### src/rtl/bhq_pkg.sv
package bhq_pkg;
    localparam int SEQ_W  = 16;
    localparam int PC_W   = 32;
    localparam int HIST_W = 8;
    localparam int TID_W  = 2;
    localparam int RIDX_W = 4;

    typedef struct packed {
        logic [SEQ_W-1:0]  seq;
        logic [PC_W-1:0]   pc;
        logic              taken;
        logic [HIST_W-1:0] hist;
        logic [TID_W-1:0]  tid;
        logic              was_call;
        logic              was_ret;
        logic              used_ras;
        logic              pushed_ras;
        logic [RIDX_W-1:0] ras_idx;
        logic [PC_W-1:0]   ras_tgt;
        logic              squashed;
    } rec_t;

    typedef struct packed {
        logic [SEQ_W-1:0]  seq;
        logic [PC_W-1:0]   pc;
        logic              taken;
        logic [HIST_W-1:0] hist;
        logic [TID_W-1:0]  tid;
        logic              squashed;
    } old_view_t;

    typedef enum logic [1:0] {
        OP_COMMIT  = 2'd0,
        OP_SQUASH  = 2'd1,
        OP_MISPRED = 2'd2,
        OP_NONE    = 2'd3
    } op_kind_e;

    typedef enum logic [1:0] {
        ST_IDLE,
        ST_COMMIT,
        ST_SQUASH,
        ST_FIX
    } st_e;
endpackage

### src/rtl/bhq_store.sv
module bhq_store
    import bhq_pkg::*;
#(
    parameter int DEPTH = 8
) (
    input  logic      clk,
    input  logic      rst_n,
    input  logic      push_en,
    input  rec_t      push_rec,
    input  logic      pop_old,
    input  logic      pop_young,
    input  logic      fix_en,
    input  rec_t      fix_rec,
    output old_view_t old_view,
    output rec_t      young_rec,
    output logic      empty,
    output logic      full
);
    localparam int PTR_W = $clog2(DEPTH);
    localparam int CNT_W = PTR_W + 1;
    localparam logic [CNT_W-1:0] FULL_CNT = CNT_W'(DEPTH);
    localparam logic [PTR_W-1:0] LAST_IDX = PTR_W'(DEPTH - 1);

    rec_t             mem [DEPTH];
    logic [PTR_W-1:0] head, tail, young_idx;
    logic [CNT_W-1:0] cnt;
    rec_t             old_rec;

    function automatic logic [PTR_W-1:0] step_up(input logic [PTR_W-1:0] p);
        return (p == LAST_IDX) ? '0 : p + 1'b1;
    endfunction

    function automatic logic [PTR_W-1:0] step_down(input logic [PTR_W-1:0] p);
        return (p == '0) ? LAST_IDX : p - 1'b1;
    endfunction

    assign young_idx = step_down(tail);
    assign young_rec = mem[young_idx];
    assign old_rec   = mem[head];
    assign empty     = (cnt == '0);
    assign full      = (cnt == FULL_CNT);

    always_comb begin
        old_view.seq      = old_rec.seq;
        old_view.pc       = old_rec.pc;
        old_view.taken    = old_rec.taken;
        old_view.hist     = old_rec.hist;
        old_view.tid      = old_rec.tid;
        old_view.squashed = old_rec.squashed;
    end

    always_ff @(posedge clk) begin
        if (!rst_n) begin
            head <= '0;
            tail <= '0;
            cnt  <= '0;
        end else if (push_en) begin
            mem[tail] <= push_rec;
            tail      <= step_up(tail);
            cnt       <= cnt + 1'b1;
        end else if (pop_old) begin
            head <= step_up(head);
            cnt  <= cnt - 1'b1;
        end else if (pop_young) begin
            tail <= young_idx;
            cnt  <= cnt - 1'b1;
        end else if (fix_en) begin
            mem[young_idx] <= fix_rec;
        end
    end
endmodule

### src/rtl/bhq_ctrl.sv
module bhq_ctrl
    import bhq_pkg::*;
(
    input  logic              clk,
    input  logic              rst_n,
    input  logic              op_valid,
    input  logic [1:0]        op_kind,
    input  logic [SEQ_W-1:0]  op_seq,
    input  logic              op_taken,
    input  logic [PC_W-1:0]   op_target,
    input  old_view_t         old_view,
    input  rec_t              young_rec,
    input  logic              empty,
    output logic              op_ready,
    output logic              pop_old,
    output logic              pop_young,
    output logic              fix_en,
    output rec_t              fix_rec,
    output logic              upd_valid,
    output logic [PC_W-1:0]   upd_pc,
    output logic              upd_taken,
    output logic [HIST_W-1:0] upd_hist,
    output logic [TID_W-1:0]  upd_tid,
    output logic              upd_corrective,
    output logic              retsq_valid,
    output logic [HIST_W-1:0] retsq_hist,
    output logic              rasr_valid,
    output logic [RIDX_W-1:0] rasr_idx,
    output logic [PC_W-1:0]   rasr_tgt,
    output logic              raspop_valid,
    output logic              tgt_valid,
    output logic [PC_W-1:0]   tgt_pc,
    output logic [PC_W-1:0]   tgt_addr
);
    st_e              state, state_nx;
    logic [SEQ_W-1:0] bound;
    logic             is_misp;
    logic             act_taken;
    logic [PC_W-1:0]  act_tgt;
    logic             old_hit, young_hit, fix_hit;

    assign old_hit   = !empty && (old_view.seq <= bound);
    assign young_hit = !empty && (young_rec.seq > bound);
    assign fix_hit   = !empty && (young_rec.seq == bound);
    assign op_ready  = (state == ST_IDLE);
    assign rasr_idx  = young_rec.ras_idx;
    assign rasr_tgt  = young_rec.ras_tgt;
    assign retsq_hist = old_view.hist;
    assign tgt_pc    = young_rec.pc;
    assign tgt_addr  = act_tgt;

    always_ff @(posedge clk) begin
        if (!rst_n) begin
            state     <= ST_IDLE;
            bound     <= '0;
            is_misp   <= 1'b0;
            act_taken <= 1'b0;
            act_tgt   <= '0;
        end else begin
            state <= state_nx;
            if (state == ST_IDLE && op_valid) begin
                bound     <= op_seq;
                is_misp   <= (op_kind == OP_MISPRED);
                act_taken <= op_taken;
                act_tgt   <= op_target;
            end
        end
    end

    always_comb begin
        state_nx       = state;
        pop_old        = 1'b0;
        pop_young      = 1'b0;
        fix_en         = 1'b0;
        fix_rec        = young_rec;
        upd_valid      = 1'b0;
        upd_pc         = young_rec.pc;
        upd_taken      = act_taken;
        upd_hist       = young_rec.hist;
        upd_tid        = young_rec.tid;
        upd_corrective = 1'b0;
        retsq_valid    = 1'b0;
        rasr_valid     = 1'b0;
        raspop_valid   = 1'b0;
        tgt_valid      = 1'b0;
        unique case (state)
            ST_IDLE: begin
                if (op_valid) begin
                    unique case (op_kind)
                        OP_COMMIT:  state_nx = ST_COMMIT;
                        OP_SQUASH:  state_nx = ST_SQUASH;
                        OP_MISPRED: state_nx = ST_SQUASH;
                        default:    state_nx = ST_IDLE;
                    endcase
                end
            end
            ST_COMMIT: begin
                if (old_hit) begin
                    pop_old = 1'b1;
                    if (old_view.squashed) begin
                        retsq_valid = 1'b1;
                    end else begin
                        upd_valid = 1'b1;
                        upd_pc    = old_view.pc;
                        upd_taken = old_view.taken;
                        upd_hist  = old_view.hist;
                        upd_tid   = old_view.tid;
                    end
                end else begin
                    state_nx = ST_IDLE;
                end
            end
            ST_SQUASH: begin
                if (young_hit) begin
                    pop_young = 1'b1;
                    if (young_rec.used_ras) begin
                        rasr_valid = 1'b1;
                    end else if (young_rec.was_call && young_rec.pushed_ras) begin
                        raspop_valid = 1'b1;
                    end
                end else begin
                    state_nx = is_misp ? ST_FIX : ST_IDLE;
                end
            end
            ST_FIX: begin
                state_nx = ST_IDLE;
                if (fix_hit) begin
                    fix_en           = 1'b1;
                    upd_valid        = 1'b1;
                    upd_corrective   = 1'b1;
                    fix_rec.squashed = 1'b1;
                    if (act_taken) begin
                        tgt_valid = 1'b1;
                        if (young_rec.was_ret && !young_rec.used_ras) begin
                            fix_rec.used_ras = 1'b1;
                        end
                    end else if (young_rec.used_ras) begin
                        rasr_valid       = 1'b1;
                        fix_rec.used_ras = 1'b0;
                    end else if (young_rec.was_call && young_rec.pushed_ras) begin
                        raspop_valid       = 1'b1;
                        fix_rec.pushed_ras = 1'b0;
                    end
                end
            end
            default: state_nx = ST_IDLE;
        endcase
    end
endmodule

### src/rtl/branch_hist_queue.sv
module branch_hist_queue
    import bhq_pkg::*;
#(
    parameter int DEPTH = 8
) (
    input  logic              clk,
    input  logic              rst_n,
    input  logic              pred_valid,
    output logic              pred_ready,
    input  logic [SEQ_W-1:0]  pred_seq,
    input  logic [PC_W-1:0]   pred_pc,
    input  logic              pred_taken,
    input  logic [HIST_W-1:0] pred_hist,
    input  logic [TID_W-1:0]  pred_tid,
    input  logic              pred_call,
    input  logic              pred_ret,
    input  logic              pred_used_ras,
    input  logic              pred_pushed_ras,
    input  logic [RIDX_W-1:0] pred_ras_idx,
    input  logic [PC_W-1:0]   pred_ras_tgt,
    input  logic              op_valid,
    output logic              op_ready,
    input  logic [1:0]        op_kind,
    input  logic [SEQ_W-1:0]  op_seq,
    input  logic              op_taken,
    input  logic [PC_W-1:0]   op_target,
    output logic              upd_valid,
    output logic [PC_W-1:0]   upd_pc,
    output logic              upd_taken,
    output logic [HIST_W-1:0] upd_hist,
    output logic [TID_W-1:0]  upd_tid,
    output logic              upd_corrective,
    output logic              retsq_valid,
    output logic [HIST_W-1:0] retsq_hist,
    output logic              rasr_valid,
    output logic [RIDX_W-1:0] rasr_idx,
    output logic [PC_W-1:0]   rasr_tgt,
    output logic              raspop_valid,
    output logic              tgt_valid,
    output logic [PC_W-1:0]   tgt_pc,
    output logic [PC_W-1:0]   tgt_addr,
    output logic              full
);
    rec_t      new_rec, young_rec, fix_rec;
    old_view_t old_view;
    logic      empty, push_en, pop_old, pop_young, fix_en;

    always_comb begin
        new_rec.seq        = pred_seq;
        new_rec.pc         = pred_pc;
        new_rec.taken      = pred_taken;
        new_rec.hist       = pred_hist;
        new_rec.tid        = pred_tid;
        new_rec.was_call   = pred_call;
        new_rec.was_ret    = pred_ret;
        new_rec.used_ras   = pred_used_ras;
        new_rec.pushed_ras = pred_pushed_ras;
        new_rec.ras_idx    = pred_ras_idx;
        new_rec.ras_tgt    = pred_ras_tgt;
        new_rec.squashed   = 1'b0;
    end

    assign pred_ready = op_ready && !full;
    assign push_en    = pred_valid && pred_ready;

    bhq_store #(.DEPTH(DEPTH)) u_store (
        .clk       (clk),
        .rst_n     (rst_n),
        .push_en   (push_en),
        .push_rec  (new_rec),
        .pop_old   (pop_old),
        .pop_young (pop_young),
        .fix_en    (fix_en),
        .fix_rec   (fix_rec),
        .old_view  (old_view),
        .young_rec (young_rec),
        .empty     (empty),
        .full      (full)
    );

    bhq_ctrl u_ctrl (
        .clk            (clk),
        .rst_n          (rst_n),
        .op_valid       (op_valid),
        .op_kind        (op_kind),
        .op_seq         (op_seq),
        .op_taken       (op_taken),
        .op_target      (op_target),
        .old_view       (old_view),
        .young_rec      (young_rec),
        .empty          (empty),
        .op_ready       (op_ready),
        .pop_old        (pop_old),
        .pop_young      (pop_young),
        .fix_en         (fix_en),
        .fix_rec        (fix_rec),
        .upd_valid      (upd_valid),
        .upd_pc         (upd_pc),
        .upd_taken      (upd_taken),
        .upd_hist       (upd_hist),
        .upd_tid        (upd_tid),
        .upd_corrective (upd_corrective),
        .retsq_valid    (retsq_valid),
        .retsq_hist     (retsq_hist),
        .rasr_valid     (rasr_valid),
        .rasr_idx       (rasr_idx),
        .rasr_tgt       (rasr_tgt),
        .raspop_valid   (raspop_valid),
        .tgt_valid      (tgt_valid),
        .tgt_pc         (tgt_pc),
        .tgt_addr       (tgt_addr)
    );
endmodule

### config.mk
export PLATFORM = sky130hd
export DESIGN_NAME = branch_hist_queue
export DESIGN_NICKNAME = d
export VERILOG_FILES = /design/src/rtl/bhq_pkg.sv /design/src/rtl/bhq_store.sv /design/src/rtl/bhq_ctrl.sv /design/src/rtl/branch_hist_queue.sv
export SDC_FILE = /design/constraint.sdc
export NUM_CORES = 1
export LEC_CHECK = 0
export BUFFER_PORTS_ARGS = -buffer_cell sky130_fd_sc_hd__buf_2
export CORE_ASPECT_RATIO = 2
export CORE_MARGIN = 5
export CORE_UTILIZATION = 50
export CTS_CLUSTER_SIZE = 14
export DETAILED_ROUTE_END_ITERATION = 12
export PLACE_DENSITY = 0.78
export SYNTH_ARGS = -nofsm -noshare
export SYNTH_HDL_FRONTEND = slang
export SYNTH_SLANG_ARGS = --single-unit
### constraint.sdc
create_clock -name clk -period 9.1 [get_ports clk]
set_input_delay 0.455 -clock clk [delete_from_list [all_inputs] [get_ports clk]]
set_output_delay 0.455 -clock clk [all_outputs]
set_load 0.1 [all_outputs]
# After elaboration in Yosys (flattened, before gate mapping)
# Memories as Yosys holds them, arrays and structs flattened. A register that Yosys moved wholly into a read port is not among the register bits.
# Cells that the tools add are included.
[word_totals]
memories = 1
register_bits = 62
ramBits = 800
in_bits = 154
output_inout_bits = 160
word_cells = 128
[op_classes]
bitwise_logic = 1
n_reduce_logical = 22
add_sub_neg = 5
n_eq_ne = 13
order_cmp = 2
muxes = 76
[mem_list]
columns = ["name", "words", "width", "rd", "rd_ports_with_merged_regs", "write_ports", "line_no", "rtl"]
rows = [
  ["u_store.mem", 8, 100, 2, 1, 1, "bhq_store.sv:24", "rec_t mem [DEPTH];"],
]
[op_table]
columns = ["operator", "count"]
rows = [
  ["$mux 100", 1],
  ["$reduce_or 100->1", 1],
  ["$mux 32", 3],
  ["$mux 1", 43],
  ["$mux 3", 9],
  ["$mux 8", 3],
  ["$mux 2", 9],
  ["$eq 16x16->1", 1],
  ["$gt 16x16->1", 1],
  ["$le 16x16->1", 1],
  ["$mux 4", 3],
  ["$logic_and 1x1->1", 8],
  ["$ne 2x2->1 const B", 4],
  ["$pmux 2 s4", 1],
  ["$add 3x1->3 const B", 2],
  ["$eq 2x2->1 const B", 3],
  ["$eq 3x3->1 const B", 2],
  ["$pmux 1 s2", 3],
  ["$add 4x1->4 const B", 1],
  ["$eq 2x1->1 const B", 2],
  ["$eq 4x4->1 const B", 1],
  ["$logic_not 2->1", 2],
  ["$logic_not 4->1", 1],
  ["$pmux 2 s2", 1],
  ["10 further kinds", 13],
]

# Longest topological paths before layout
# Gate-level depths: netlist (run 1).
# An unclocked memory read counts as a cell.
[depth]
ltp_word = 15
mapped_depth = 23
ltp_nobuf = 17

# By module
# Synthesis (run 1) repeated with hierarchy kept, for this count alone.
[hier_totals]
cells_unflattened = 2421
hier_area_um2 = 40835.4
[modules_own_cells]
columns = ["module", "cells_each", "seq_area_each_um2", "area_each_um2", "n_inst"]
rows = [
  ["bhq_store", 1837, 24283.3, 35924.5, 1],
  ["bhq_ctrl", 581, 1041.0, 4892.2, 1],
  ["branch_hist_queue", 3, 0.0, 18.8, 1],
]

# Worst setup path before layout (run 1)
# OpenSTA, ideal clock, no wires.
[synth_path]
kind = "register to register"
start = "reg u_store.tail[0]"
end = "mem u_store.mem[4][0] in the netlist's numbering, enable pin"
stages_incl_launch_ff = 21
period_less_slack_ps = 9295
n_path_buf = 4
required_ps = 8540
arrival_time_ps = 8735
path_slack_ps = -195
setup_ps = 560
path_cell_list = "dfxtp_1 inv_1 clkbuf_1 clkbuf_1 ha_1 nand2b_2 nand2_2 buf_2 mux4_2 nand2_1 o31ai_1 ha_1 nand4_1 nor4_1 nand2_1 inv_2 nand2_2 buf_2 nor3_1 a31oi_1 nor2_1"
[synth_via]
elab_chain_cells = 15
elab_cells_between_ends = 21
cone_classes = "add/sub: 1; order compare: 1; eq/ne: 1; mux: 13; reduce/logical: 4; memory: 1"
[synth_rtl]
columns = ["item", "line_no", "rtl"]
rows = [
  ["start: declaration", "bhq_store.sv:25", "logic [PTR_W-1:0] head, tail, young_idx;"],
  ["start signal: assignment", "bhq_store.sv:59", "tail <= step_up(tail);"],
  ["start signal: assignment", "bhq_store.sv:65", "tail <= young_idx;"],
  ["$sub 3x1->3 or $logic_not 3->1 (tied branches)", "bhq_store.sv:34", "return (p == '0) ? LAST_IDX : p - 1'b1;"],
  ["$mux 3 *", "bhq_store.sv:34", ""],
  ["$mem_v2 8x100 *", "-", ""],
  ["$eq 16x16->1 *", "bhq_ctrl.sv:44", "assign fix_hit = !empty && (young_rec.seq == bound);"],
  ["$logic_and 1x1->1 *", "bhq_ctrl.sv:44", ""],
  ["$mux 1 * (2 in a row)", "-", ""],
  ["named net upd_corrective", "branch_hist_queue.sv:32", "output logic upd_corrective,"],
  ["$mux 1 *", "bhq_store.sv:67", "end else if (fix_en) begin"],
  ["$mux 1 *", "bhq_store.sv:64", "end else if (pop_young) begin"],
  ["$mux 1 *", "bhq_store.sv:61", "end else if (pop_old) begin"],
  ["$mux 1 *", "bhq_store.sv:57", "end else if (push_en) begin"],
  ["$mux 1 *", "bhq_store.sv:53", "if (!rst_n) begin"],
  ["$mux 1 (implied by the code) *", "bhq_store.sv:68", "mem[young_idx] <= fix_rec;"],
  ["$reduce_or 100->1 (no line)", "-", ""],
  ["$mux 3 (no line) or $mux 1 (tied branches)", "-", ""],
  ["end: declaration", "bhq_store.sv:24", ""],
]
# The timed path passes the listed nets; every way through them passes the cells marked *.

# Worst setup path after layout (run 1)
[layout_path]
start = "reg u_store.tail[0]"
end = "mem u_store.mem[1][69] in the netlist's numbering, enable pin"
[layout_via]
elab_chain_cells = 15
elab_cells_between_ends = 21
cone_classes = "add/sub: 1; order compare: 1; eq/ne: 1; mux: 13; reduce/logical: 4; memory: 1"
[layout_rtl]
columns = ["item"]
rows = [
  ["parallel branches: the longest is 15 deep, another holds $mem_v2 8x100"],
]
# Parallel ways; which one is timed is not known.

==> results of run 1 <==
[flip-flops by register name, summed over array words and instances, names as in the netlist, named ones only]
register,count
u_store.tail,3
u_store.head,3
u_store.mem,800
u_ctrl.act_taken,1
u_store.cnt,4
u_ctrl.state,2
u_ctrl.tgt_addr,32
u_ctrl.bound,16
u_ctrl.is_misp,1
[worst max-delay path: stages, from the launching register on]
cell and delay, ns:
sky130_fd_sc_hd__dfxtp_1 0.49, sky130_fd_sc_hd__inv_6 0.43, sky130_fd_sc_hd__ha_1 0.37, sky130_fd_sc_hd__nand2b_2 0.14, sky130_fd_sc_hd__nand2_2 0.70, sky130_fd_sc_hd__buf_4 0.32, sky130_fd_sc_hd__mux4_2 0.51, sky130_fd_sc_hd__nand2_1 0.08
sky130_fd_sc_hd__o31ai_1 0.11, sky130_fd_sc_hd__ha_1 0.32, sky130_fd_sc_hd__nand4_1 0.21, sky130_fd_sc_hd__nor4_1 0.52, sky130_fd_sc_hd__nand2_1 0.27, sky130_fd_sc_hd__inv_2 0.19, sky130_fd_sc_hd__nand2_8 0.35, sky130_fd_sc_hd__inv_2 0.59
sky130_fd_sc_hd__a31oi_1 0.29, sky130_fd_sc_hd__nor2_4 0.79, sky130_fd_sc_hd__buf_12 0.30
[power breakdown]
part / switching (µW) / internal (µW)
registers: 93.5 / 4530
logic: 4400 / 1110
clock network: 1420 / 1670
total: 5910 / 7310
[through the flow]
| step | std cells | power [µW] | TNS [ns] | cell area, µm² |
|---|---|---|---|---|
| floorplan | 2499 | 9070 | -107.33 | 38400 |
| global placement | 3672 | 10100 | 0 | 40800 |
| detailed placement | 3672 | 10200 | 0 | 40800 |
| CTS | 3792 | 13300 | 0 | 43100 |
| global route | 3794 | 13700 | 0 | 43100 |
| finish | 3796 | 13200 | 0 | 43100 |
[metal layers]
layer	routed length (µm)	track usage, %
met4	4340	10.8
met1	37400	30.4
met5	27	0
met3	8420	4.07
met2	52100	41.5
[worst min-delay path by stage]
stage	start	endpoint	slack (ns)	depth (start not counted)
after floorplan	u_ctrl.bound[10]$_SDFFE_PN0P_	u_ctrl.bound[10]$_SDFFE_PN0P_	0.44	2
after global placement	u_ctrl.tgt_addr[13]$_SDFFE_PN0P_	u_ctrl.tgt_addr[13]$_SDFFE_PN0P_	0.44	2
after detailed placement	u_ctrl.tgt_addr[16]$_SDFFE_PN0P_	u_ctrl.tgt_addr[16]$_SDFFE_PN0P_	0.44	2
after CTS	op_target[28]	u_ctrl.tgt_addr[28]$_SDFFE_PN0P_	0.004	3
after global routing	op_target[17]	u_ctrl.tgt_addr[17]$_SDFFE_PN0P_	0.04	3
final	op_seq[14]	u_ctrl.bound[14]$_SDFFE_PN0P_	0.04	3
[cell usage after synthesis (4+ instances only)]
cell type,n,area share [%]
sky130_fd_sc_hd__buf_1,15,0.15
sky130_fd_sc_hd__a21oi_1,162,2.1
sky130_fd_sc_hd__a221oi_1,30,0.69
sky130_fd_sc_hd__mux2_2,58,1.7
sky130_fd_sc_hd__nand2_1,383,3.7
sky130_fd_sc_hd__inv_1,53,0.52
sky130_fd_sc_hd__edfxtp_1,800,63
sky130_fd_sc_hd__a21o_1,6,0.12
sky130_fd_sc_hd__mux4_2,216,13
sky130_fd_sc_hd__nand4_1,8,0.13
sky130_fd_sc_hd__ha_1,42,1.4
sky130_fd_sc_hd__buf_2,89,1.2
sky130_fd_sc_hd__o221ai_1,166,3.8
sky130_fd_sc_hd__a31oi_1,43,0.70
sky130_fd_sc_hd__buf_4,9,0.18
sky130_fd_sc_hd__nor2_1,63,0.62
sky130_fd_sc_hd__o21ai_0,72,0.94
sky130_fd_sc_hd__nor3_1,11,0.14
sky130_fd_sc_hd__or3_1,5,0.082
sky130_fd_sc_hd__buf_6,4,0.12
sky130_fd_sc_hd__clkbuf_1,82,0.80
sky130_fd_sc_hd__o21ai_1,26,0.34
sky130_fd_sc_hd__mux2i_1,11,0.29
sky130_fd_sc_hd__and2_1,5,0.082
sky130_fd_sc_hd__dfxtp_1,65,3.4
sky130_fd_sc_hd__nand3_1,5,0.065
sky130_fd_sc_hd__o31ai_1,17,0.33
[final cells by class]
class	count	area, µm²
Inverter	56	215
Multi-Input combinational cell	1379	12000
Sequential cell	865	25300
Antenna cell	4	10.0
Tap cell	1015	1270
Clock buffer	91	2020
Timing Repair Buffer	357	2010
Fill cell	5701	32900
Clock inverter	29	263
[logic make-up (layout without fill, tap and decap cells)]
family | count (synthesis) | in the layout | synth area share, %
AO/OA/AOI/OAI | 543 | 543 | 9.49
multiplexers | 285 | 285 | 14.7
AND/OR/NAND/NOR | 506 | 506 | 5.38
adder cells (fa/ha/maj) | 43 | 43 | 1.42
other | 0 | 4 | 0
flip-flops | 865 | 865 | 66.0
buffers and inverters | 255 | 533 | 2.95
XOR/XNOR | 2 | 2 | 0.0457
==> flow_results.xml, run 1 <==
<?xml version="1.0" encoding="UTF-8"?>
<metrics>
  <group name="run_status">
    <metric name="status" unit="">finished, final reports clean</metric>
  </group>
  <group name="global_route">
    <metric name="grt_first_pass_wirelength" unit="µm">154000</metric>
    <metric name="number_of_antenna_violations_at_the_first_check_in_global_routing" unit="">6</metric>
    <metric name="vias_in_the_first_global_route" unit="">26001</metric>
    <metric name="grt_max_degree" unit="">85</metric>
    <metric name="track_usage" unit="%">24.3</metric>
    <metric name="overflow" unit="">0</metric>
  </group>
  <group name="worst_setup_path">
    <metric name="r2r-start" unit="">u_store.tail[0]$_SDFFE_PN0P_</metric>
    <metric name="crit_path_end_kind" unit="">flip-flop</metric>
    <metric name="worst_r2r_endpoint" unit="">u_store.mem[1][69]$_DFFE_PP_</metric>
    <metric name="cp-startpoint" unit="">u_store.tail[0]$_SDFFE_PN0P_</metric>
    <metric name="ff2ff_path_depth" unit="">18</metric>
    <metric name="r2r_setup_slack" unit="ns">1.68</metric>
    <metric name="crit_path_start_kind" unit="">flip-flop</metric>
    <metric name="path_class" unit="">reg -&gt; reg</metric>
    <metric name="cp-endpoint" unit="">u_store.mem[1][69]$_DFFE_PP_</metric>
    <metric name="path_max_fanout" unit="">82</metric>
    <metric name="cp_data_required_time" unit="ns">9.42</metric>
    <metric name="cp.arrival" unit="ns">7.75</metric>
  </group>
  <group name="finish">
    <metric name="mostFrequentLayoutCells" unit="">800 x sky130_fd_sc_hd__edfxtp_1, 382 x sky130_fd_sc_hd__nand2_1, 313 x sky130_fd_sc_hd__buf_2</metric>
    <metric name="syn2layout_area_growth" unit="%">12.4</metric>
    <metric name="final_core_util" unit="%">56.7</metric>
    <metric name="layout.cells.most_common" unit="">sky130_fd_sc_hd__edfxtp_1</metric>
    <metric name="design.final.nets" unit="">2934</metric>
    <metric name="layout-drive-gt1-share" unit="%">27.3</metric>
  </group>
  <group name="sta">
    <metric name="worst-slew-pin-transition" unit="ns">1.11</metric>
    <metric name="final_min_period_over_clock_period" unit="%">81.6</metric>
    <metric name="post-route-worst-setup-slack" unit="ns">1.68</metric>
    <metric name="grt_setup_unrepaired" unit="">no</metric>
    <metric name="rel_slew_slack" unit="%">26.1</metric>
    <metric name="hold_viol_final" unit="">0</metric>
    <metric name="finalSetupViolCount" unit="">0</metric>
    <metric name="hold_slack" unit="ns">0.0444</metric>
    <metric name="worst_clock_skew" unit="ns">0.0220</metric>
    <metric name="period_needed" unit="ns">7.42</metric>
    <metric name="maxClockFrequency" unit="GHz">0.135</metric>
    <metric name="report.final.slew_viol_count" unit="">0</metric>
  </group>
  <group name="floorplan">
    <metric name="fp.dieArea" unit="µm²">82700</metric>
    <metric name="fp.dieW" unit="µm">206</metric>
    <metric name="placementRows" unit="">143</metric>
    <metric name="initial_utilization" unit="%">50.4</metric>
    <metric name="design.core.area" unit="µm²">76000</metric>
    <metric name="die-height" unit="µm">402</metric>
    <metric name="io-pin-count" unit="">314</metric>
  </group>
  <group name="logic_synthesis">
    <metric name="instance_count_of_the_mapped_netlist" unit="">2499</metric>
    <metric name="ys_types" unit="">60</metric>
    <metric name="synth.yosys.warnings" unit="">0</metric>
    <metric name="synth.yosys.seq_area_share" unit="%">66.0</metric>
    <metric name="asyncSetResetFlopFracSynth" unit="%">0</metric>
    <metric name="mappedNetlistNets" unit="">2696</metric>
    <metric name="synth_enable_flop_cells" unit="">800</metric>
    <metric name="yosys_most_used_dff" unit="">sky130_fd_sc_hd__edfxtp_1</metric>
    <metric name="avgSynthCellArea" unit="µm²">15.3</metric>
    <metric name="ys_ff_latch" unit="">865</metric>
    <metric name="synthesis.area" unit="µm²">38400</metric>
  </group>
  <group name="placement">
    <metric name="dp.final_hpwl" unit="µm">59500</metric>
    <metric name="final_weighted_congestion_in_routability_driven_placement" unit="">0.861</metric>
    <metric name="numPortBuffers" unit="">313</metric>
    <metric name="dp_slack" unit="ns">1.76</metric>
  </group>
  <group name="worst_hold_path">
    <metric name="min_path_type" unit="">in -&gt; reg</metric>
  </group>
  <group name="clock_network">
    <metric name="cts_root_buffer_type" unit="">sky130_fd_sc_hd__clkbuf_16</metric>
    <metric name="clk_latency" unit="ns">0.65</metric>
    <metric name="cts_buffer_depth" unit="">3</metric>
    <metric name="post_cts_hold_buffer_count" unit="">0</metric>
    <metric name="clock-sinks" unit="">865</metric>
    <metric name="htree_levels" unit="">3</metric>
    <metric name="cts-resized-gates" unit="">0</metric>
    <metric name="path_clk_slew" unit="ns">0.07</metric>
    <metric name="tritoncts" unit="">yes</metric>
    <metric name="postCtsSetupBuffers" unit="">0</metric>
    <metric name="inserted_clock_buffers" unit="">78</metric>
  </group>
  <group name="pwr">
    <metric name="irDropWorstVdd" unit="µV">456</metric>
    <metric name="pwr_density_cell" unit="nW/µm²">307</metric>
    <metric name="power.leakage" unit="µW">0.0143</metric>
  </group>
  <group name="detailed_routing">
    <metric name="postRouteWirelength" unit="µm">102000</metric>
    <metric name="via_count" unit="">24742</metric>
    <metric name="drt_first_iter_violations" unit="">2573</metric>
    <metric name="avgViaCountPerCell" unit="">6.52</metric>
    <metric name="drt_pre_antenna_iters" unit="">5</metric>
    <metric name="detail_route.wl_per_cell" unit="µm">26.9</metric>
    <metric name="remaining_drc_errors" unit="">0</metric>
    <metric name="drt.antenna.violating_nets" unit="">0</metric>
  </group>
  <group name="job">
    <metric name="max_cap_violations" unit="">0</metric>
  </group>
</metrics>
(Power assumes the default switching activity.)
==> inputs of run 2 (changes only) <==
- clock period: 9.1 -> 6.8 ns (I/O delays scaled with it)
==> flow_results.xml, run 2 (synthesized netlist as in run 1, its figures left out) <==
<?xml version="1.0" encoding="UTF-8"?>
<metrics>
  <group name="clock_network">
    <metric name="clock-sinks" unit="">865</metric>
    <metric name="cts-resized-gates" unit="">0</metric>
    <metric name="cts_buffer_depth" unit="">3</metric>
    <metric name="cts_root_buffer_type" unit="">sky130_fd_sc_hd__clkbuf_16</metric>
    <metric name="inserted_clock_buffers" unit="">77</metric>
    <metric name="path_clk_slew" unit="ns">0.06</metric>
    <metric name="tritoncts" unit="">yes</metric>
    <metric name="clk_latency" unit="ns">0.67</metric>
    <metric name="postCtsSetupBuffers" unit="">0</metric>
    <metric name="post_cts_hold_buffer_count" unit="">50</metric>
    <metric name="htree_levels" unit="">3</metric>
  </group>
  <group name="floorplan">
    <metric name="placementRows" unit="">143</metric>
    <metric name="fp.dieW" unit="µm">206</metric>
    <metric name="io-pin-count" unit="">314</metric>
    <metric name="design.core.area" unit="µm²">76000</metric>
    <metric name="fp.dieArea" unit="µm²">82700</metric>
    <metric name="die-height" unit="µm">402</metric>
    <metric name="initial_utilization" unit="%">50.4</metric>
  </group>
  <group name="global_route">
    <metric name="track_usage" unit="%">24.3</metric>
    <metric name="grt_first_pass_wirelength" unit="µm">154000</metric>
    <metric name="grt_max_degree" unit="">181</metric>
    <metric name="vias_in_the_first_global_route" unit="">26402</metric>
    <metric name="number_of_antenna_violations_at_the_first_check_in_global_routing" unit="">4</metric>
    <metric name="overflow" unit="">0</metric>
  </group>
  <group name="pwr">
    <metric name="power.share.clock" unit="%">23.3</metric>
    <metric name="power.share.sequential" unit="%">34.9</metric>
    <metric name="swShare" unit="%">44.7</metric>
    <metric name="cell_internal_pwr" unit="µW">9810</metric>
    <metric name="netSwitchingPower" unit="µW">7920</metric>
    <metric name="power.total" unit="µW">17700</metric>
    <metric name="power.leakage" unit="µW">0.0146</metric>
    <metric name="power_frac_comb" unit="%">41.9</metric>
    <metric name="pwr_density_cell" unit="nW/µm²">404</metric>
    <metric name="irDropWorstVdd" unit="µV">525</metric>
  </group>
  <group name="detailed_routing">
    <metric name="drt_first_iter_violations" unit="">2482</metric>
    <metric name="remaining_drc_errors" unit="">0</metric>
    <metric name="drt.antenna.violating_nets" unit="">0</metric>
    <metric name="via_count" unit="">24762</metric>
    <metric name="avgViaCountPerCell" unit="">6.43</metric>
    <metric name="detail_route.wl_per_cell" unit="µm">26.5</metric>
    <metric name="drt_pre_antenna_iters" unit="">6</metric>
    <metric name="postRouteWirelength" unit="µm">102000</metric>
  </group>
  <group name="sta">
    <metric name="post-route-worst-setup-slack" unit="ns">0.388</metric>
    <metric name="worst-slew-pin-transition" unit="ns">1.17</metric>
    <metric name="grt_setup_unrepaired" unit="">no</metric>
    <metric name="finalSetupViolCount" unit="">0</metric>
    <metric name="final_min_period_over_clock_period" unit="%">94.3</metric>
    <metric name="report.final.slew_viol_count" unit="">0</metric>
    <metric name="rel_slew_slack" unit="%">21.7</metric>
    <metric name="period_needed" unit="ns">6.41</metric>
    <metric name="maxClockFrequency" unit="GHz">0.156</metric>
    <metric name="worst_clock_skew" unit="ns">0.0257</metric>
    <metric name="hold_viol_final" unit="">0</metric>
  </group>
  <group name="worst_setup_path">
    <metric name="crit_path_start_kind" unit="">flip-flop</metric>
    <metric name="cp.arrival" unit="ns">6.07</metric>
    <metric name="path_class" unit="">reg -&gt; out</metric>
    <metric name="critPathSlowestCell" unit="">sky130_fd_sc_hd__nor4_1</metric>
    <metric name="path_cells" unit="">inv_6 -&gt; ha_1 -&gt; nor3_1 -&gt; a21oi_4 -&gt; buf_12 -&gt; mux4_2 -&gt; nand2_1 -&gt; o31ai_1 -&gt; ha_1 -&gt; nand4_1 -&gt; nor4_1 -&gt; nand2_1 -&gt; nor2_1 -&gt; nor2_1 -&gt; nor3_1 -&gt; buf_2</metric>
    <metric name="worst_path_largest_cell_delay" unit="ns">0.73</metric>
    <metric name="crit_path_end_kind" unit="">primary output</metric>
    <metric name="cp_data_required_time" unit="ns">6.46</metric>
    <metric name="path_max_fanout" unit="">58</metric>
  </group>
  <group name="finish">
    <metric name="mostFrequentLayoutCells" unit="">800 x sky130_fd_sc_hd__edfxtp_1, 382 x sky130_fd_sc_hd__nand2_1, 313 x sky130_fd_sc_hd__buf_2</metric>
    <metric name="layout.cells.most_common" unit="">sky130_fd_sc_hd__edfxtp_1</metric>
    <metric name="final.fill_count" unit="">5674</metric>
    <metric name="syn2layout_area_growth" unit="%">14.4</metric>
    <metric name="design.final.nets" unit="">2990</metric>
    <metric name="layout.cells.non_filler" unit="">3850</metric>
    <metric name="ff_latch_area" unit="µm²">25300</metric>
    <metric name="multiInputGateArea" unit="µm²">12000</metric>
    <metric name="regMostFlops" unit="">u_store.mem</metric>
    <metric name="largest_register_ff_count" unit="">800</metric>
    <metric name="layout-drive-gt1-share" unit="%">26.9</metric>
  </group>
  <group name="placement">
    <metric name="post-place-cells" unit="">3679</metric>
    <metric name="dp.final_hpwl" unit="µm">59300</metric>
    <metric name="numPortBuffers" unit="">313</metric>
    <metric name="final_weighted_congestion_in_routability_driven_placement" unit="">0.824</metric>
    <metric name="dp_slack" unit="ns">0.687</metric>
  </group>
  <group name="run_status">
    <metric name="status" unit="">finished, final reports clean</metric>
  </group>
  <group name="job">
    <metric name="max_cap_violations" unit="">0</metric>
  </group>
  <group name="worst_hold_path">
    <metric name="min_path_type" unit="">in -&gt; reg</metric>
  </group>
</metrics>
## run 2: changes by cell type in the layout (fill, tap and decap cells not counted), sizes merged
cell / previous run / this run
clkinv: 23 / 19
clkinvlp: 2 / 1
dlygate4sd3: 0 / 50
clkbuf: 91 / 93
inv: 57 / 60
bufinv: 3 / 2
diode: 4 / 2
buf: 357 / 364
## run 2: layout make-up
class	instances	area share (%)
clock buffer	93	4.67
clock inverter	26	0.582
multi-input combinational	1379	27.3
antenna	2	0.0114
inverter	56	0.491
tap	1015	2.90
sequential	865	57.8
timing repair buffer	414	6.24
## run 2: worst paths after layout
kind | start | end | slack (ns) | depth (start not counted)
max | u_store.tail[0]$_SDFFE_PN0P_ | raspop_valid | 0.39 | 16
min | rst_n | u_store.cnt[2]$_SDFFE_PN0P_ | 0.10 | 3
max reg2reg | u_store.tail[0]$_SDFFE_PN0P_ | u_store.mem[0][10]$_DFFE_PP_ | 0.49 | 18
min reg2reg | u_ctrl.tgt_addr[22]$_SDFFE_PN0P_ | u_ctrl.tgt_addr[22]$_SDFFE_PN0P_ | 0.46 | 2
## run 2: metal layers
layer,vias up,track usage [%],share of wire (%)
li1,10571,-,-
met1,12461,29.4,36
met2,1436,41.5,51
met3,290,4.68,8.4
met4,4,11.8,4.8
met5,-,0,0.030
## run 2: power groups by stage
stage	logic, µW	clock network, µW	registers (µW)
2_1_floorplan	5770	0	6370
3_3_place_gp	7290	0	6270
3_5_place_dp	7370	0	6290
4_1_cts	7420	4200	6180
5_1_grt	7740	4400	6200
6_report	7420	4130	6180
## run 2: worst max-delay path, delay by kind of cell, from the launching register on
family                   cells  cell delay [ns]
adder cells (fa/ha/maj)      2             0.65
flip-flops                   1             0.68
multiplexers                 1             0.34
AO/OA/AOI/OAI                2             0.19
buffers and inverters        3             0.83
AND/OR/NAND/NOR              8             2.64
## run 2: stage by stage
step | TNS [ns] | cell area [µm²] | utilization [%] | hold slack [ns]
2_1_floorplan | -653.02 | 38400 | - | 0.436
3_3_place_gp | 0 | 41100 | 54.0 | 0.439
3_5_place_dp | 0 | 41100 | 54.0 | 0.445
4_1_cts | 0 | 43900 | 57.7 | 0.0550
5_1_grt | 0 | 43900 | 57.7 | 0.0996
6_report | 0 | 43900 | 57.7 | 0.105
==> inputs of run 3 (changes only) <==
- CTS_BUF_LIST: not set -> sky130_fd_sc_hd__clkbuf_4 sky130_fd_sc_hd__clkbuf_8 sky130_fd_sc_hd__clkbuf_16
==> flow_results.xml, run 3 (synthesized netlist as in run 1, its figures left out) <==
<?xml version="1.0" encoding="UTF-8"?>
<metrics>
  <group name="clock_network">
    <metric name="clk_latency" unit="ns">0.67</metric>
    <metric name="cts_buffer_depth" unit="">3</metric>
    <metric name="clock-sinks" unit="">865</metric>
    <metric name="cts-resized-gates" unit="">0</metric>
    <metric name="postCtsSetupBuffers" unit="">0</metric>
    <metric name="cts_root_buffer_type" unit="">sky130_fd_sc_hd__clkbuf_16</metric>
    <metric name="tritoncts" unit="">yes</metric>
    <metric name="post_cts_hold_buffer_count" unit="">50</metric>
    <metric name="inserted_clock_buffers" unit="">77</metric>
    <metric name="htree_levels" unit="">3</metric>
    <metric name="path_clk_slew" unit="ns">0.07</metric>
  </group>
  <group name="pwr">
    <metric name="pwr_density_cell" unit="nW/µm²">405</metric>
    <metric name="power.leakage" unit="µW">0.0146</metric>
    <metric name="irDropWorstVdd" unit="µV">527</metric>
  </group>
  <group name="sta">
    <metric name="finalSetupViolCount" unit="">0</metric>
    <metric name="maxClockFrequency" unit="GHz">0.157</metric>
    <metric name="worst-slew-pin-transition" unit="ns">1.17</metric>
    <metric name="period_needed" unit="ns">6.37</metric>
    <metric name="final_min_period_over_clock_period" unit="%">93.6</metric>
    <metric name="hold_viol_final" unit="">0</metric>
    <metric name="grt_setup_unrepaired" unit="">no</metric>
    <metric name="report.final.slew_viol_count" unit="">0</metric>
    <metric name="timing.setup.tns" unit="ns">0</metric>
    <metric name="worst_clock_skew" unit="ns">0.0250</metric>
    <metric name="rel_slew_slack" unit="%">22.3</metric>
  </group>
  <group name="finish">
    <metric name="syn2layout_area_growth" unit="%">14.5</metric>
    <metric name="design.final.nets" unit="">2990</metric>
    <metric name="largest_register_ff_count" unit="">800</metric>
    <metric name="layout.cells.most_common" unit="">sky130_fd_sc_hd__edfxtp_1</metric>
    <metric name="regMostFlops" unit="">u_store.mem</metric>
    <metric name="mostFrequentLayoutCells" unit="">800 x sky130_fd_sc_hd__edfxtp_1, 382 x sky130_fd_sc_hd__nand2_1, 313 x sky130_fd_sc_hd__buf_2</metric>
    <metric name="antenna_cells" unit="">0</metric>
    <metric name="layout.cells.non_filler" unit="">3848</metric>
    <metric name="layout-drive-gt1-share" unit="%">27.4</metric>
  </group>
  <group name="detailed_routing">
    <metric name="drt_first_iter_violations" unit="">2565</metric>
    <metric name="drt_pre_antenna_iters" unit="">8</metric>
    <metric name="remaining_drc_errors" unit="">0</metric>
    <metric name="via_count" unit="">24872</metric>
    <metric name="avgViaCountPerCell" unit="">6.46</metric>
    <metric name="drt.antenna.violating_nets" unit="">0</metric>
    <metric name="postRouteWirelength" unit="µm">102000</metric>
    <metric name="detail_route.wl_per_cell" unit="µm">26.6</metric>
  </group>
  <group name="worst_setup_path">
    <metric name="path_max_fanout" unit="">15</metric>
    <metric name="r2r_setup_slack" unit="ns">0.50</metric>
    <metric name="cp_data_required_time" unit="ns">6.46</metric>
    <metric name="crit_path_end_kind" unit="">primary output</metric>
    <metric name="crit_path_start_kind" unit="">flip-flop</metric>
    <metric name="path_class" unit="">reg -&gt; out</metric>
    <metric name="ff2ff_path_depth" unit="">17</metric>
    <metric name="r2r-start" unit="">u_store.tail[0]$_SDFFE_PN0P_</metric>
    <metric name="worst_r2r_endpoint" unit="">u_store.mem[0][12]$_DFFE_PP_</metric>
    <metric name="cp.arrival" unit="ns">6.03</metric>
  </group>
  <group name="floorplan">
    <metric name="fp.dieW" unit="µm">206</metric>
    <metric name="die-height" unit="µm">402</metric>
    <metric name="initial_utilization" unit="%">50.4</metric>
    <metric name="placementRows" unit="">143</metric>
    <metric name="fp.dieArea" unit="µm²">82700</metric>
    <metric name="io-pin-count" unit="">314</metric>
    <metric name="design.core.area" unit="µm²">76000</metric>
  </group>
  <group name="placement">
    <metric name="final_weighted_congestion_in_routability_driven_placement" unit="">0.824</metric>
    <metric name="dp.final_hpwl" unit="µm">59300</metric>
    <metric name="numPortBuffers" unit="">313</metric>
    <metric name="post-place-cells" unit="">3679</metric>
  </group>
  <group name="worst_hold_path">
    <metric name="min_delay_path_depth" unit="">3</metric>
    <metric name="worst_hold_path.endpoint" unit="">u_store.cnt[2]$_SDFFE_PN0P_</metric>
    <metric name="hold_sp" unit="">rst_n</metric>
    <metric name="min_path_type" unit="">in -&gt; reg</metric>
  </group>
  <group name="global_route">
    <metric name="track_usage" unit="%">24.3</metric>
    <metric name="grt_first_pass_wirelength" unit="µm">154000</metric>
    <metric name="grt_max_degree" unit="">181</metric>
    <metric name="vias_in_the_first_global_route" unit="">26378</metric>
    <metric name="number_of_antenna_violations_at_the_first_check_in_global_routing" unit="">2</metric>
    <metric name="overflow" unit="">0</metric>
  </group>
  <group name="run_status">
    <metric name="status" unit="">finished, final reports clean</metric>
  </group>
  <group name="job">
    <metric name="max_cap_violations" unit="">0</metric>
  </group>
</metrics>
## run 3: cell count changes in the layout (fill, tap and decap cells not counted)
cell	previous run	this run
sky130_fd_sc_hd__clkbuf_4	0	12
sky130_fd_sc_hd__diode_2	2	0
sky130_fd_sc_hd__clkbuf_1	12	0
## run 3: cell type report
cell class	instances	area [µm²]
multi-input combinational	1379	12000
fill	5670	32100
timing repair buffer	414	2740
tap	1015	1270
inverter	56	215
sequential	865	25300
clock inverter	26	255
clock buffer	93	2090
## run 3: stage by stage
step / hold WS [ns] / power, µW / area (µm²) / worst slack (ns) / utilization, %
2_1_floorplan: 0.436 / 12100 / 38400 / -0.830 / -
3_3_place_gp: 0.439 / 13600 / 41100 / 0.865 / 54.0
3_5_place_dp: 0.445 / 13700 / 41100 / 0.687 / 54.0
4_1_cts: 0.0550 / 17800 / 43900 / 0.514 / 57.7
5_1_grt: 0.0996 / 18400 / 43900 / 0.153 / 57.7
6_report: 0.106 / 17800 / 43900 / 0.434 / 57.7
## run 3: report_power, final
part           internal [µW]  leakage, µW  total, µW  switching, µW
Combinational           1520      0.00573       7420           5900
Clock                   2270      0.00116       4180           1900
Sequential              6060      0.00776       6180            123
## run 3: how the worst max path moves through the flow
stage | slack (ns) | depth (start not counted) | end | start
finish | 0.43 | 15 | raspop_valid | u_store.tail[0]$_SDFFE_PN0P_
global route | 0.15 | 15 | raspop_valid | u_store.tail[0]$_SDFFE_PN0P_
CTS | 0.51 | 15 | raspop_valid | u_store.tail[0]$_SDFFE_PN0P_
detailed placement | 0.69 | 17 | u_store.mem[0][13]$_DFFE_PP_ | u_store.tail[0]$_SDFFE_PN0P_
global placement | 0.86 | 17 | u_store.mem[0][49]$_DFFE_PP_ | u_store.tail[0]$_SDFFE_PN0P_
floorplan | -0.83 | 20 | u_store.mem[2][0]$_DFFE_PP_ | u_store.tail[0]$_SDFFE_PN0P_
## run 3: critical path, stage by stage, from the launching register on
cell and delay, ns:
sky130_fd_sc_hd__dfxtp_1 0.68, sky130_fd_sc_hd__inv_6 0.05, sky130_fd_sc_hd__ha_1 0.30, sky130_fd_sc_hd__nand2b_2 0.16
sky130_fd_sc_hd__nand2_2 0.40, sky130_fd_sc_hd__mux4_2 0.63, sky130_fd_sc_hd__nand2_1 0.08, sky130_fd_sc_hd__o31ai_1 0.12
sky130_fd_sc_hd__ha_1 0.36, sky130_fd_sc_hd__nand4_1 0.26, sky130_fd_sc_hd__nor4_1 0.72, sky130_fd_sc_hd__nand2_1 0.32
sky130_fd_sc_hd__nor2_1 0.16, sky130_fd_sc_hd__nor2_1 0.10, sky130_fd_sc_hd__nor3_1 0.47, sky130_fd_sc_hd__buf_2 0.54
## run 3: routing by layer
metal	vias to the layer above	global-route usage, %	part of all wire (%)
met5	-	0	0.013
met4	2	11.7	4.8
met3	294	4.49	8.6
met2	1472	41.6	51
met1	12529	29.6	36
li1	10575	-	-
